===== src/rtl/bcs_pkg.sv =====
`timescale 1ns/1ps
// Shared codes of the bus cycle sampler: record status values and the
// size-class encoding. Assumes nothing about widths of the bus itself.
package bcs_pkg;

    typedef enum logic [2:0] {
        ST_DONE    = 3'd0,
        ST_ROW     = 3'd1,
        ST_TERR    = 3'd2,
        ST_RETRY   = 3'd3,
        ST_UNKNOWN = 3'd4
    } cyc_status_e;

    localparam logic [1:0] SZ_WORD  = 2'd0;
    localparam logic [1:0] SZ_BYTE  = 2'd1;
    localparam logic [1:0] SZ_HALF  = 2'd2;
    localparam logic [1:0] SZ_BURST = 2'd3;

    // Size class from the active-high burst flag and the two size bits.
    function automatic logic [1:0] size_class(input logic is_burst, input logic [1:0] tsz);
        if (is_burst)          return SZ_BURST;
        else if (tsz == 2'b01) return SZ_BYTE;
        else if (tsz == 2'b10) return SZ_HALF;
        else                   return SZ_WORD;
    endfunction

endpackage


===== src/rtl/bcs_fall_capture.sv =====
`timescale 1ns/1ps
// Falling-edge capture stage. On every falling edge it records whether a
// termination strobe was low and, if so, the address, data and control
// present on the bus. The hit flag lasts exactly one full clock, so the
// next rising edge sees each beat once. Assumes inputs are stable around
// the falling edge.
module bcs_fall_capture #(
    parameter int AW = 32,
    parameter int DW = 32,
    parameter int TW = 4
) (
    input  logic          clk,
    input  logic          rst_n,
    input  logic          ta_n,
    input  logic          tea_n,
    input  logic          retry_n,
    input  logic          retry_en,
    input  logic [AW-1:0] adr_i,
    input  logic [DW-1:0] dat_i,
    input  logic [TW-1:0] ttype_i,
    input  logic          rnw_i,
    input  logic [1:0]    tsize_i,
    input  logic          burst_n,
    output logic          hit,
    output logic          f_tea,
    output logic          f_rty,
    output logic [AW-1:0] f_adr,
    output logic [DW-1:0] f_dat,
    output logic [TW-1:0] f_ttype,
    output logic          f_rnw,
    output logic [1:0]    f_tsize,
    output logic          f_burst
);

    logic term_now;

    // A beat ends when acknowledge, error, or an enabled retry is low.
    always_comb term_now = !ta_n || !tea_n || (retry_en && !retry_n);

    // Flags of the falling-edge stage, cleared by reset.
    always_ff @(negedge clk) begin
        if (!rst_n) begin
            hit   <= 1'b0;
            f_tea <= 1'b0;
            f_rty <= 1'b0;
        end else begin
            hit   <= term_now;
            f_tea <= !tea_n;
            f_rty <= retry_en && !retry_n;
        end
    end

    // Bus snapshot taken only on a terminating falling edge.
    always_ff @(negedge clk) begin
        if (term_now) begin
            f_adr   <= adr_i;
            f_dat   <= dat_i;
            f_ttype <= ttype_i;
            f_rnw   <= rnw_i;
            f_tsize <= tsize_i;
            f_burst <= !burst_n;
        end
    end

endmodule


===== src/rtl/bcs_cycle_track.sv =====
`timescale 1ns/1ps
// Rising-edge cycle tracker. Opens a cycle on the start strobe, latches
// the opening-edge fields, counts beats, and decides which record event
// (completion, unknown or row) belongs to the current edge. Assumes the
// falling-edge stage presents each beat for exactly one rising edge.
module bcs_cycle_track #(
    parameter int AW    = 32,
    parameter int TW    = 4,
    parameter int BEATS = 4,
    localparam int BW   = $clog2(BEATS)
) (
    input  logic          clk,
    input  logic          rst_n,
    input  logic          ts_n,
    input  logic [AW-1:0] adr_i,
    input  logic [TW-1:0] ttype_i,
    input  logic          rnw_i,
    input  logic [1:0]    tsize_i,
    input  logic          burst_n,
    input  logic          bg_n,
    input  logic          hit,
    input  logic          f_tea,
    input  logic          f_rty,
    input  logic          f_burst,
    input  logic          cfg_dram,
    input  logic          cfg_row_mute,
    output logic          done_ev,
    output logic          unk_ev,
    output logic          row_ev,
    output logic [BW-1:0] beat,
    output logic          t_alt,
    output logic [AW-1:0] t_adr,
    output logic [TW-1:0] t_ttype,
    output logic          t_rnw,
    output logic [1:0]    t_tsize,
    output logic          t_burst
);

    logic open_q;
    logic seen_q;
    logic burst_eff;
    logic last_beat;
    logic ts_fire;

    // Event decode for this rising edge.
    always_comb begin
        ts_fire   = !ts_n;
        done_ev   = open_q && hit;
        unk_ev    = ts_fire && open_q && !seen_q && !done_ev;
        row_ev    = ts_fire && cfg_dram && !cfg_row_mute && !done_ev && !unk_ev;
        burst_eff = cfg_dram ? t_burst : f_burst;
        last_beat = f_tea || f_rty || !burst_eff || (beat == BW'(BEATS - 1));
    end

    // Cycle state: open flag, beat-seen flag and beat counter.
    always_ff @(posedge clk) begin
        if (!rst_n) begin
            open_q <= 1'b0;
            seen_q <= 1'b0;
            beat   <= '0;
        end else if (ts_fire) begin
            open_q <= 1'b1;
            seen_q <= 1'b0;
            beat   <= '0;
        end else if (done_ev) begin
            seen_q <= 1'b1;
            beat   <= beat + 1'b1;
            if (last_beat) open_q <= 1'b0;
        end
    end

    // Opening-edge fields of the current cycle.
    always_ff @(posedge clk) begin
        if (ts_fire) begin
            t_alt   <= bg_n;
            t_adr   <= adr_i;
            t_ttype <= ttype_i;
            t_rnw   <= rnw_i;
            t_tsize <= tsize_i;
            t_burst <= !burst_n;
        end
    end

endmodule


===== src/rtl/bcs_record_fmt.sv =====
`timescale 1ns/1ps
// Record formatter. Picks the single event of this edge (completion over
// unknown over row), assembles its fields from the right capture point,
// applies the other-master filter and registers the record. Assumes the
// tracker never raises unknown together with completion.
module bcs_record_fmt #(
    parameter int AW    = 32,
    parameter int DW    = 32,
    parameter int TW    = 4,
    parameter int BEATS = 4,
    localparam int BW   = $clog2(BEATS)
) (
    input  logic          clk,
    input  logic          rst_n,
    input  logic          cfg_dram,
    input  logic          cfg_alt_incl,
    input  logic          done_ev,
    input  logic          unk_ev,
    input  logic          row_ev,
    input  logic [BW-1:0] beat,
    input  logic          t_alt,
    input  logic [AW-1:0] t_adr,
    input  logic [TW-1:0] t_ttype,
    input  logic          t_rnw,
    input  logic [1:0]    t_tsize,
    input  logic          t_burst,
    input  logic          f_tea,
    input  logic          f_rty,
    input  logic [AW-1:0] f_adr,
    input  logic [DW-1:0] f_dat,
    input  logic [TW-1:0] f_ttype,
    input  logic          f_rnw,
    input  logic [1:0]    f_tsize,
    input  logic          f_burst,
    input  logic [AW-1:0] adr_i,
    input  logic [TW-1:0] ttype_i,
    input  logic          rnw_i,
    input  logic [1:0]    tsize_i,
    input  logic          burst_n,
    input  logic          bg_n,
    output logic          rec_valid,
    output logic [2:0]    rec_status,
    output logic [AW-1:0] rec_row,
    output logic [AW-1:0] rec_col,
    output logic [DW-1:0] rec_data,
    output logic [TW-1:0] rec_ttype,
    output logic          rec_rnw,
    output logic [1:0]    rec_size,
    output logic [BW-1:0] rec_beat,
    output logic          rec_alt
);
    import bcs_pkg::*;

    logic          n_alt;
    logic          n_emit;
    cyc_status_e   n_st;
    logic [AW-1:0] n_row;
    logic [AW-1:0] n_col;
    logic [DW-1:0] n_dat;
    logic [TW-1:0] n_tt;
    logic          n_rnw;
    logic [1:0]    n_sz;
    logic [BW-1:0] n_beat;

    // Field selection for the winning event of this edge.
    always_comb begin
        n_alt  = 1'b0;
        n_st   = ST_DONE;
        n_row  = '0;
        n_col  = '0;
        n_dat  = '0;
        n_tt   = '0;
        n_rnw  = 1'b0;
        n_sz   = SZ_WORD;
        n_beat = '0;
        if (done_ev) begin
            n_alt  = t_alt;
            n_row  = cfg_dram ? t_adr : f_adr;
            n_col  = f_adr;
            n_dat  = f_dat;
            n_tt   = cfg_dram ? t_ttype : f_ttype;
            n_rnw  = cfg_dram ? t_rnw : f_rnw;
            n_sz   = cfg_dram ? size_class(t_burst, t_tsize) : size_class(f_burst, f_tsize);
            n_beat = beat;
            n_st   = f_tea ? ST_TERR : (f_rty ? ST_RETRY : ST_DONE);
        end else if (unk_ev) begin
            n_alt = t_alt;
            n_row = t_adr;
            n_tt  = t_ttype;
            n_rnw = t_rnw;
            n_sz  = size_class(t_burst, t_tsize);
            n_st  = ST_UNKNOWN;
        end else if (row_ev) begin
            n_alt = bg_n;
            n_row = adr_i;
            n_tt  = ttype_i;
            n_rnw = rnw_i;
            n_sz  = size_class(!burst_n, tsize_i);
            n_st  = ST_ROW;
        end
        n_emit = (done_ev || unk_ev || row_ev) && (!n_alt || cfg_alt_incl);
    end

    // Record strobe, cleared by reset.
    always_ff @(posedge clk) begin
        if (!rst_n) rec_valid <= 1'b0;
        else        rec_valid <= n_emit;
    end

    // Record fields, loaded only with an emitted record.
    always_ff @(posedge clk) begin
        if (n_emit) begin
            rec_status <= n_st;
            rec_row    <= n_row;
            rec_col    <= n_col;
            rec_data   <= n_dat;
            rec_ttype  <= n_tt;
            rec_rnw    <= n_rnw;
            rec_size   <= n_sz;
            rec_beat   <= n_beat;
            rec_alt    <= n_alt;
        end
    end

endmodule


===== src/rtl/bus_cycle_sampler.sv =====
`timescale 1ns/1ps
// Top of the bus cycle sampler. A falling-edge stage catches terminating
// beats, a rising-edge tracker follows cycle state, and a formatter emits
// one record per edge at most. Assumes a single bus clock for all strobes.
module bus_cycle_sampler #(
    parameter int AW    = 32,
    parameter int DW    = 32,
    parameter int TW    = 4,
    parameter int BEATS = 4,
    localparam int BW   = $clog2(BEATS)
) (
    input  logic          clk,
    input  logic          rst_n,
    input  logic [AW-1:0] adr_i,
    input  logic [DW-1:0] dat_i,
    input  logic [TW-1:0] ttype_i,
    input  logic          rnw_i,
    input  logic [1:0]    tsize_i,
    input  logic          ts_n,
    input  logic          ta_n,
    input  logic          tea_n,
    input  logic          burst_n,
    input  logic          bg_n,
    input  logic          retry_n,
    input  logic          cfg_dram,
    input  logic          cfg_alt_incl,
    input  logic          cfg_retry_en,
    input  logic          cfg_row_mute,
    output logic          rec_valid,
    output logic [2:0]    rec_status,
    output logic [AW-1:0] rec_row,
    output logic [AW-1:0] rec_col,
    output logic [DW-1:0] rec_data,
    output logic [TW-1:0] rec_ttype,
    output logic          rec_rnw,
    output logic [1:0]    rec_size,
    output logic [BW-1:0] rec_beat,
    output logic          rec_alt
);

    logic          hit, f_tea, f_rty, f_rnw, f_burst;
    logic [AW-1:0] f_adr;
    logic [DW-1:0] f_dat;
    logic [TW-1:0] f_ttype;
    logic [1:0]    f_tsize;
    logic          done_ev, unk_ev, row_ev;
    logic [BW-1:0] beat;
    logic          t_alt, t_rnw, t_burst;
    logic [AW-1:0] t_adr;
    logic [TW-1:0] t_ttype;
    logic [1:0]    t_tsize;

    bcs_fall_capture #(.AW(AW), .DW(DW), .TW(TW)) u_fall (
        .clk(clk), .rst_n(rst_n), .ta_n(ta_n), .tea_n(tea_n), .retry_n(retry_n),
        .retry_en(cfg_retry_en), .adr_i(adr_i), .dat_i(dat_i), .ttype_i(ttype_i),
        .rnw_i(rnw_i), .tsize_i(tsize_i), .burst_n(burst_n), .hit(hit),
        .f_tea(f_tea), .f_rty(f_rty), .f_adr(f_adr), .f_dat(f_dat),
        .f_ttype(f_ttype), .f_rnw(f_rnw), .f_tsize(f_tsize), .f_burst(f_burst)
    );

    bcs_cycle_track #(.AW(AW), .TW(TW), .BEATS(BEATS)) u_track (
        .clk(clk), .rst_n(rst_n), .ts_n(ts_n), .adr_i(adr_i), .ttype_i(ttype_i),
        .rnw_i(rnw_i), .tsize_i(tsize_i), .burst_n(burst_n), .bg_n(bg_n),
        .hit(hit), .f_tea(f_tea), .f_rty(f_rty), .f_burst(f_burst),
        .cfg_dram(cfg_dram), .cfg_row_mute(cfg_row_mute), .done_ev(done_ev),
        .unk_ev(unk_ev), .row_ev(row_ev), .beat(beat), .t_alt(t_alt),
        .t_adr(t_adr), .t_ttype(t_ttype), .t_rnw(t_rnw), .t_tsize(t_tsize),
        .t_burst(t_burst)
    );

    bcs_record_fmt #(.AW(AW), .DW(DW), .TW(TW), .BEATS(BEATS)) u_fmt (
        .clk(clk), .rst_n(rst_n), .cfg_dram(cfg_dram), .cfg_alt_incl(cfg_alt_incl),
        .done_ev(done_ev), .unk_ev(unk_ev), .row_ev(row_ev), .beat(beat),
        .t_alt(t_alt), .t_adr(t_adr), .t_ttype(t_ttype), .t_rnw(t_rnw),
        .t_tsize(t_tsize), .t_burst(t_burst), .f_tea(f_tea), .f_rty(f_rty),
        .f_adr(f_adr), .f_dat(f_dat), .f_ttype(f_ttype), .f_rnw(f_rnw),
        .f_tsize(f_tsize), .f_burst(f_burst), .adr_i(adr_i), .ttype_i(ttype_i),
        .rnw_i(rnw_i), .tsize_i(tsize_i), .burst_n(burst_n), .bg_n(bg_n),
        .rec_valid(rec_valid), .rec_status(rec_status), .rec_row(rec_row),
        .rec_col(rec_col), .rec_data(rec_data), .rec_ttype(rec_ttype),
        .rec_rnw(rec_rnw), .rec_size(rec_size), .rec_beat(rec_beat),
        .rec_alt(rec_alt)
    );

endmodule


===== config.mk =====
export PLATFORM = sky130hd
export DESIGN_NAME = bus_cycle_sampler
export DESIGN_NICKNAME = d
export VERILOG_FILES = /design/src/rtl/bcs_pkg.sv /design/src/rtl/bcs_fall_capture.sv /design/src/rtl/bcs_cycle_track.sv /design/src/rtl/bcs_record_fmt.sv /design/src/rtl/bus_cycle_sampler.sv
export SDC_FILE = /design/constraint.sdc
export NUM_CORES = 1
export LEC_CHECK = 0
export ABC_AREA = 1
export CAP_MARGIN = 20
export CORE_MARGIN = 8
export CORE_UTILIZATION = 45
export CTS_BUF_LIST = sky130_fd_sc_hd__clkbuf_4
export CTS_CLUSTER_DIAMETER = 50
export DETAILED_ROUTE_END_ITERATION = 7
export GPL_ROUTABILITY_DRIVEN = 0
export GPL_TIMING_DRIVEN = 1
export PLACE_DENSITY = 0.8
export SETUP_SLACK_MARGIN = 0.02
export SKIP_LAST_GASP = 1
export SLEW_MARGIN = 20
export SYNTH_ARGS = -nofsm -noshare
export SYNTH_HDL_FRONTEND = slang
export SYNTH_SLANG_ARGS = --single-unit

===== constraint.sdc =====
create_clock -name clk -period 9.57 [get_ports clk]
set_input_delay 2.3925 -clock clk [delete_from_list [all_inputs] [get_ports clk]]
set_output_delay 2.3925 -clock clk [all_outputs]
set_load 0.02 [all_outputs]

Yosys cells after proc, flatten, opt, wreduce, memory -nomap -nowiden
Index checks and enable logic that the tools add are counted.

storage, ports and cells
  output and inout bits = 110
  latch bits = 0
  bits of input ports = 83
  memories kept = 0
  bits in read-only memories = 0
  RAM bits = 0
  flip-flop bits (word level) = 230
  logic and storage cells = 106

operators by class
  $mul = 0
  bitwise logic cells = 0
  magnitude comparators = 0
  multiplexer cells = 37
  reductions and logical operators = 31
  add/sub/neg operators = 1
  shift operators = 0
  eq/ne operators = 9
  divide/modulo/power cells = 0

operators by type and width
  cell                   number
  $mux W32               4
  $mux W2                14
  $mux W4                4
  $mux W1                12
  $logic_not A1 Y1       11
  $logic_and A1 B1 Y1    10
  $mux W3                3
  $eq A2 B2 Y1 const B   4
  $logic_or A1 B1 Y1     8
  $eq A2 B1 Y1 const B   3
  $ne A2 B1 Y1 const B   2
  $reduce_and A2 Y1      2
  $add A2 B1 Y2 const B  1

Depth between registers and ports, before layout
Gate-level depths: netlist (run 1).

  depth in word-level cells = 12
  mapped depth = 10
  gate-level depth less buffers = 8

Hierarchy
From an unflattened synthesis (run 1), not the netlist that was laid out.

second synthesis, totals
  cells, all modules = 617
  area, all modules = 8,508.2 sq um

by module, submodules not included
  module            times used  cells an instance  sequential area each (sq um)  area each (sq um)
  bcs_record_fmt    1           456                3,293.2                       4,778.3
  bcs_fall_capture  1           86                 2,222.1                       2,270.9
  bcs_cycle_track   1           75                 1,311.3                       1,458.9

==> results by group, run 1 <==
Clocking
  – TritonCTS clock tree: yes
  – Post_cts resized: 0
  – Setup Buffers After CTS: 0
  – Sink Count: 230
  – Clk buf depth: 3
  – Root buf cell: clkbuf_4
  – CTS buffer count: 58
  – Worst-path clk slew: 70 ps
  – Hold buffer count at cts: 0
  – Latest clock arrival within the worst-skew pair: 660 ps
  – H-tree depth: 2

Synth
  – Asr flop ratio synth: 0
  – Main synth FF type: edfxtp_1
  – Syn_nets: just over 700
  – Seq/Total Area, Yosys: 0.7866
  – Synthesized area: just under 0.009 sq mm
  – Synth top area share: 0.7682
  – Post-synth EDFFs: 222
  – Yosys warnings: 0
  – Count leader, synth: edfxtp_1
  – Avg Inst Size Synth: 13.50 sq um
  – Synthesis-stage register bit count: 230
  – Synth top area cells: edfxtp_1, nand2_1, o211ai_1, inv_1, nor2_1
  – Commonest cells post-synth: edfxtp_1, nand2_1, inv_1, nor2_1, o211ai_1
  – Synth Instances: 643
  – Unique masters post-synth: 23
  – Yosys top cell by area: edfxtp_1

Timing
  – Slew headroom: 0.2684
  – Clk_skew: 48.00 ps
  – RSZ-0062 raised after global routing: no
  – Setup tns final: 0 ps
  – Final Hold Viols: 0
  – Final setup fails: 0
  – Worst Tran Pin Value: between 1000 and 1500 ps
  – Max Slew Vio Count: 0

Worst setup path
  – CP Max Fanout: 24
  – Worst Setup Path Type: in2reg
  – Nature of the critical path endpoint: register
  – CP max-delay cell: clkdlybuf4s50_1
  – Crit path launch type: input pin
  – Max stage delay on crit path: 450 ps
  – Crit-path cells: clkdlybuf4s50_1 -> inv_1 -> nand2_1 -> nand3_4 -> buf_4
  – Crit path arrival time: 3750 ps
  – CP delay by family, top: buffers and inverters
  – Worst path bufs/invs: 3
  – Data required, critical path: 5150 ps

Die
  – Die width: 154.9 um
  – Die Y: 154.9 um
  – IO Pins: between 150 and 200
  – Core Area: between 0.015 and 0.02 sq mm
  – Total die area: between 0.02 and 0.025 sq mm
  – Effective utilization at floorplan: 0.4609
  – Rows: 50

Placement
  – Final HPWL DP: about 13,000 um
  – IO Port Bufs: 192
  – Cells after DPL: 1,071

Finish
  – Share of layout cells above drive strength 1: 0.1017
  – Final Net Count: just over 1,000
  – FILL cells: 1,455
  – Area of the multi-input gates: 0.001390 sq mm
  – Fin cells: 1,254
  – Area Growth Syn to Fin: 36.84%
  – Register area: 0.006827 sq mm

Run status
  – Outcome: complete, no violations

Worst hold path
  – Min-Delay Path Class: reg2reg

GRT
  – Vias in the first global route: 6,193
  – Initial antenna violation count: 2
  – GRT overflow: 0
  – Gr usage total: 0.1666
  – Pin count of the biggest net entering global routing: 76
  – First-pass GRT wire length: ~31,000 um

Run
  – Max Cap Violations: 0

Routing
  – DRC errors left: 0
  – Initial drt markers: 367
  – Antenna-violating nets left: 0
  – Vias: 5,927
  – Vias per cell: about 4.7
  – Initial DRT Pass Iterations: 4
  – Final WL: 20,310 um
  – Routed wire per std cell: 16.20 um

Power and ir drop
  – P_leak: approximately 5 nW
  – Max VDD drop: 107.2 uV
  – Pwr dens: approximately 210 mW/mm^2
cell type report:
type,instances,share of cell area
diodes,1,0.0002107
clock buffers,70,0.04425
clock inverters,113,0.04225
inverters,88,0.02813
multi-input cells,297,0.1171
flip-flops and latches,230,0.5749
well taps,260,0.02739
repair buffers,195,0.1658
layer usage:
layer	up-vias	track usage	part of all wire
met3	28	0.04737	0.078
li1	2866	-	-
met4	2	0.06020	0.014
met1	2803	0.1865	0.38
met5	-	0	0.00064
met2	228	0.2975	0.52
sequential cells by signal, summed over array words and instances, names as in the netlist, 2 cells and up:
signal and count:
u_fall.f_ttype 4, u_track.t_ttype 4, u_track.t_adr 32, u_fmt.rec_row 32, u_fall.f_adr 32, u_fmt.rec_size 2, u_track.beat 2, u_track.t_tsize 2
u_fmt.rec_status 3, u_fmt.rec_data 32, u_fmt.rec_beat 2, u_fmt.rec_ttype 4, u_fall.f_dat 32, u_fall.f_tsize 2, u_fmt.rec_col 32
where the power goes:
| part | total (mW) | internal [mW] | leakage (nW) | switching [mW] |
|---|---|---|---|---|
| clock network | 0.931 | 0.461 | 0.856 | 0.470 |
| registers | 1.25 | 1.22 | 2.23 | 0.0307 |
| logic | 0.306 | 0.131 | 1.82 | 0.174 |
| total | 2.49 | 1.81 | 4.91 | 0.675 |
tightest hold or removal path, stage by stage (launching register included):
cell and delay (ps):
dfxtp_1 320, inv_1 70, a21oi_1 60
per-stage QoR:
step	hold WS (ps)	power, mW	setup WS, ps	cell area [sq um]	util
finish	495.9	2.487	1403	11880	0.6306
CTS	500.6	2.520	1432	11870	0.6304
global placement	464.7	1.613	801.5	10850	0.5761
floorplan	447.5	1.456	660.7	8683	-
global route	527.3	2.623	1367	11880	0.6306
detailed placement	489.8	1.625	785.9	10850	0.5761
placed cells by master (no fill, tap or decap), types with 2 or more instances in the layout:
master,netlist,routed
nor2_1,76,76
o211ai_1,44,44
clkinvlp_2,0,5
dfxtp_1,8,8
inv_2,5,9
clkdlybuf4s50_1,0,192
nand3_1,35,34
buf_12,0,2
clkinv_2,0,4
bufinv_8,0,3
nand4_1,2,2
clkbuf_4,0,70
a21oi_1,6,6
inv_1,84,161
clkinv_1,0,17
o21ai_0,5,5
edfxtp_1,222,222
nand2_1,122,121
path summary, 6_finish.rpt:
check | end | slack (ps) | cells after the start | startpoint
min | u_track.beat[1] | 500 | 2 | u_track.beat[1]
max | u_fall.f_adr[19] | 1400 | 5 | retry_n
min reg2reg | u_track.beat[1] | 500 | 2 | u_track.beat[1]
max reg2reg | u_fmt.rec_row[14] | 1990 | 8 | u_fall.hit
cell families (layout without fill, tap and decap cells):
kind of cell	after synthesis	after routing	share of synthesized area
simple gates	239	239	0.1104
flops	230	230	0.7866
buf+inv	116	466	0.05551
other cells	0	1	0
fa+ha+maj	1	1	0.001442
compound gates	57	57	0.04599
Note: power is estimated with default switching activity, not from simulation.
==> inputs of run 2 (changes only) <==
- PLACE_DENSITY: 0.8 -> 0.72
==> results by group, run 2 (synthesis results as in run 1) <==
Run status
  – Outcome: complete, no violations (unchanged)

Worst hold path
  – Min-Delay Path Class: reg2reg (unchanged)
  – Hold path startpoint: u_track.beat[1] (unchanged)
  – Hold Crit Endpoint: u_track.beat[1] (unchanged)
  – Hold Crit Depth: 2 (unchanged)

GRT
  – GRT overflow: 0 (unchanged)
  – Gr usage total: 0.1657 (was 0.1666)
  – Pin count of the biggest net entering global routing: 76 (unchanged)
  – Initial antenna violation count: 1 (was 2)
  – First-pass GRT wire length: 31,140 um (was 31,460 um)
  – Vias in the first global route: 5,982 (was 6,193)

Clocking
  – H-tree depth: 2 (unchanged)
  – Worst-path clk slew: 70 ps (about the same)
  – CTS buffer count: 59 (was 58)
  – Hold buffer count at cts: 0 (unchanged)
  – Setup Buffers After CTS: 0 (unchanged)
  – Latest clock arrival within the worst-skew pair: 670 ps (was 660 ps)
  – Clk buf depth: 3 (unchanged)
  – Root buf cell: clkbuf_4 (unchanged)
  – TritonCTS clock tree: yes (unchanged)
  – Post_cts resized: 0 (unchanged)
  – Sink Count: 230 (unchanged)

Power and ir drop
  – Pwr dens: 210.6 mW/mm^2 (was 209.4 mW/mm^2)
  – P_leak: 4.919 nW (was 4.909 nW)
  – Max VDD drop: 114.5 uV (was 107.2 uV)
  – Total power: 2.505 mW (was 2.487 mW)

Placement
  – Final HPWL DP: 12,290 um (was 12,900 um)
  – Post-place setup slack: 975.4 ps (was 785.9 ps)
  – Dpl cell area: 0.01084 sq mm (was 0.01085 sq mm)
  – IO Port Bufs: 192 (unchanged)

Finish
  – Area Growth Syn to Fin: 37.11% (was 36.84%)
  – Share of layout cells above drive strength 1: 0.1053 (was 0.1017)
  – Final Instance Area: 0.01190 sq mm (was 0.01188 sq mm)
  – FILL cells: 1,450 (was 1,455)
  – Most common cell after layout, fill and taps aside: edfxtp_1 (unchanged)
  – Final Net Count: 1,031 (was 1,029)
  – Final core occ: 0.6319 (was 0.6306)
  – Most frequent cells in the layout: edfxtp_1, clkdlybuf4s50_1, inv_1, nand2_1, nor2_1 (unchanged)

Worst setup path
  – Setup slack, reg-to-reg: 1780 ps (was 1990 ps)
  – Reg2reg start: u_fall.hit (unchanged)
  – Worst Setup Path Type: in2reg (unchanged)
  – Nature of the critical path endpoint: register (unchanged)
  – Max stage delay on crit path: 450 ps (about the same)
  – Data required, critical path: 5060 ps (was 5150 ps)
  – CP max-delay cell: clkdlybuf4s50_1 (unchanged)
  – Reg2Reg Depth: 8 (unchanged)
  – Crit-path cells: clkdlybuf4s50_1 -> nand2_1 -> nand3_4 -> buf_12 (was clkdlybuf4s50_1 -> inv_1 -> nand2_1 -> nand3_4 -> buf_4)
  – CP Max Fanout: 72 (was 24)
  – Worst flop-to-flop path endpoint: u_fmt.rec_data[16] (was u_fmt.rec_row[14])
  – Crit path arrival time: 3470 ps (was 3750 ps)
  – Crit path launch type: input pin (unchanged)

Timing
  – Final setup fails: 0 (unchanged)
  – RSZ-0062 raised after global routing: no (unchanged)
  – Clk_skew: 33.26 ps (was 48.00 ps)
  – Max Slew Vio Count: 0 (unchanged)
  – Worst setup margin: 1590 ps (was 1403 ps)
  – Worst Tran Pin Value: 950.0 ps (was 1097 ps)
  – Slew headroom: 0.3659 (was 0.2684)
  – Setup tns final: 0 ps (unchanged)
  – Final Hold Viols: 0 (unchanged)

Routing
  – Vias: 5,875 (was 5,927)
  – Final WL: 20,280 um (was 20,310 um)
  – Vias per cell: 4.670 (was 4.726)
  – Initial DRT Pass Iterations: 7 (was 4)
  – Initial drt markers: 269 (was 367)
  – Routed wire per std cell: 16.12 um (was 16.20 um)
  – DRC errors left: 0 (unchanged)
  – Antenna-violating nets left: 0 (unchanged)

Run
  – Max Cap Violations: 0 (unchanged)

Die
  – Core Area: 0.01883 sq mm (unchanged)
  – Total die area: 0.02398 sq mm (unchanged)
  – Effective utilization at floorplan: 0.4609 (unchanged)
  – Die width: 154.9 um (unchanged)
  – IO Pins: 193 (unchanged)
  – Die Y: 154.9 um (unchanged)
  – Rows: 50 (unchanged)
run 2: cell count changes in the layout (fill, tap and decap cells not counted), sizes merged:
cell / change
inv: +3
clkinvlp: -1
buf: +1
bufinv: -1
clkbuf: +2
run 2: power by group:
| part | internal, mW | total (mW) | leakage, nW | switching, mW |
|---|---|---|---|---|
| combinational | 0.131 | 0.306 | 1.83 | 0.174 |
| clock | 0.471 | 0.951 | 0.860 | 0.480 |
| sequential | 1.22 | 1.25 | 2.23 | 0.0299 |
run 2: worst max path at each step:
stage / from / to / depth (start not counted)
global route: u_fall.hit / u_fmt.rec_data[16] / 8
finish: cfg_retry_en / u_fall.f_dat[14] / 4
detailed placement: cfg_retry_en / u_fall.f_dat[11] / 4
floorplan: retry_n / u_fall.f_adr[0] / 3
global placement: cfg_retry_en / u_fall.f_dat[26] / 4
CTS: cfg_retry_en / u_fall.f_adr[14] / 4
run 2: per-layer routing:
| metal | GRT usage | share of wire | vias to the layer above |
|---|---|---|---|
| li1 | - | - | 2869 |
| met1 | 0.1971 | 0.41 | 2761 |
| met2 | 0.2749 | 0.49 | 222 |
| met3 | 0.05762 | 0.088 | 23 |
| met4 | 0.05926 | 0.013 | 0 |
| met5 | 0 | 0 | - |
run 2: critical path, delay by kind of cell:
family                 cells  cell delay (ps)
and+or+nand+nor            2              200
buffers and inverters      2              790
run 2: cell type report:
type / instances / area [sq um] / area share
Timing Repair Buffer: 196 / 1977 / 0.1661
Antenna cell: 1 / 2.502 / 0.0002103
Clock buffer: 72 / 540.5 / 0.04543
Inverter: 88 / 334.1 / 0.02808
Clock inverter: 114 / 503.0 / 0.04227
Tap cell: 260 / 325.3 / 0.02734
Multi-Input combinational cell: 297 / 1390 / 0.1168
Sequential cell: 230 / 6827 / 0.5737
run 2: through the flow:
stage | instances | hold WS (ps)
finish | 1258 | 479.4
global route | 1258 | 509.6
CTS | 1256 | 482.2
detailed placement | 1071 | 471.7
global placement | 1071 | 461.3
floorplan | 643 | 447.5
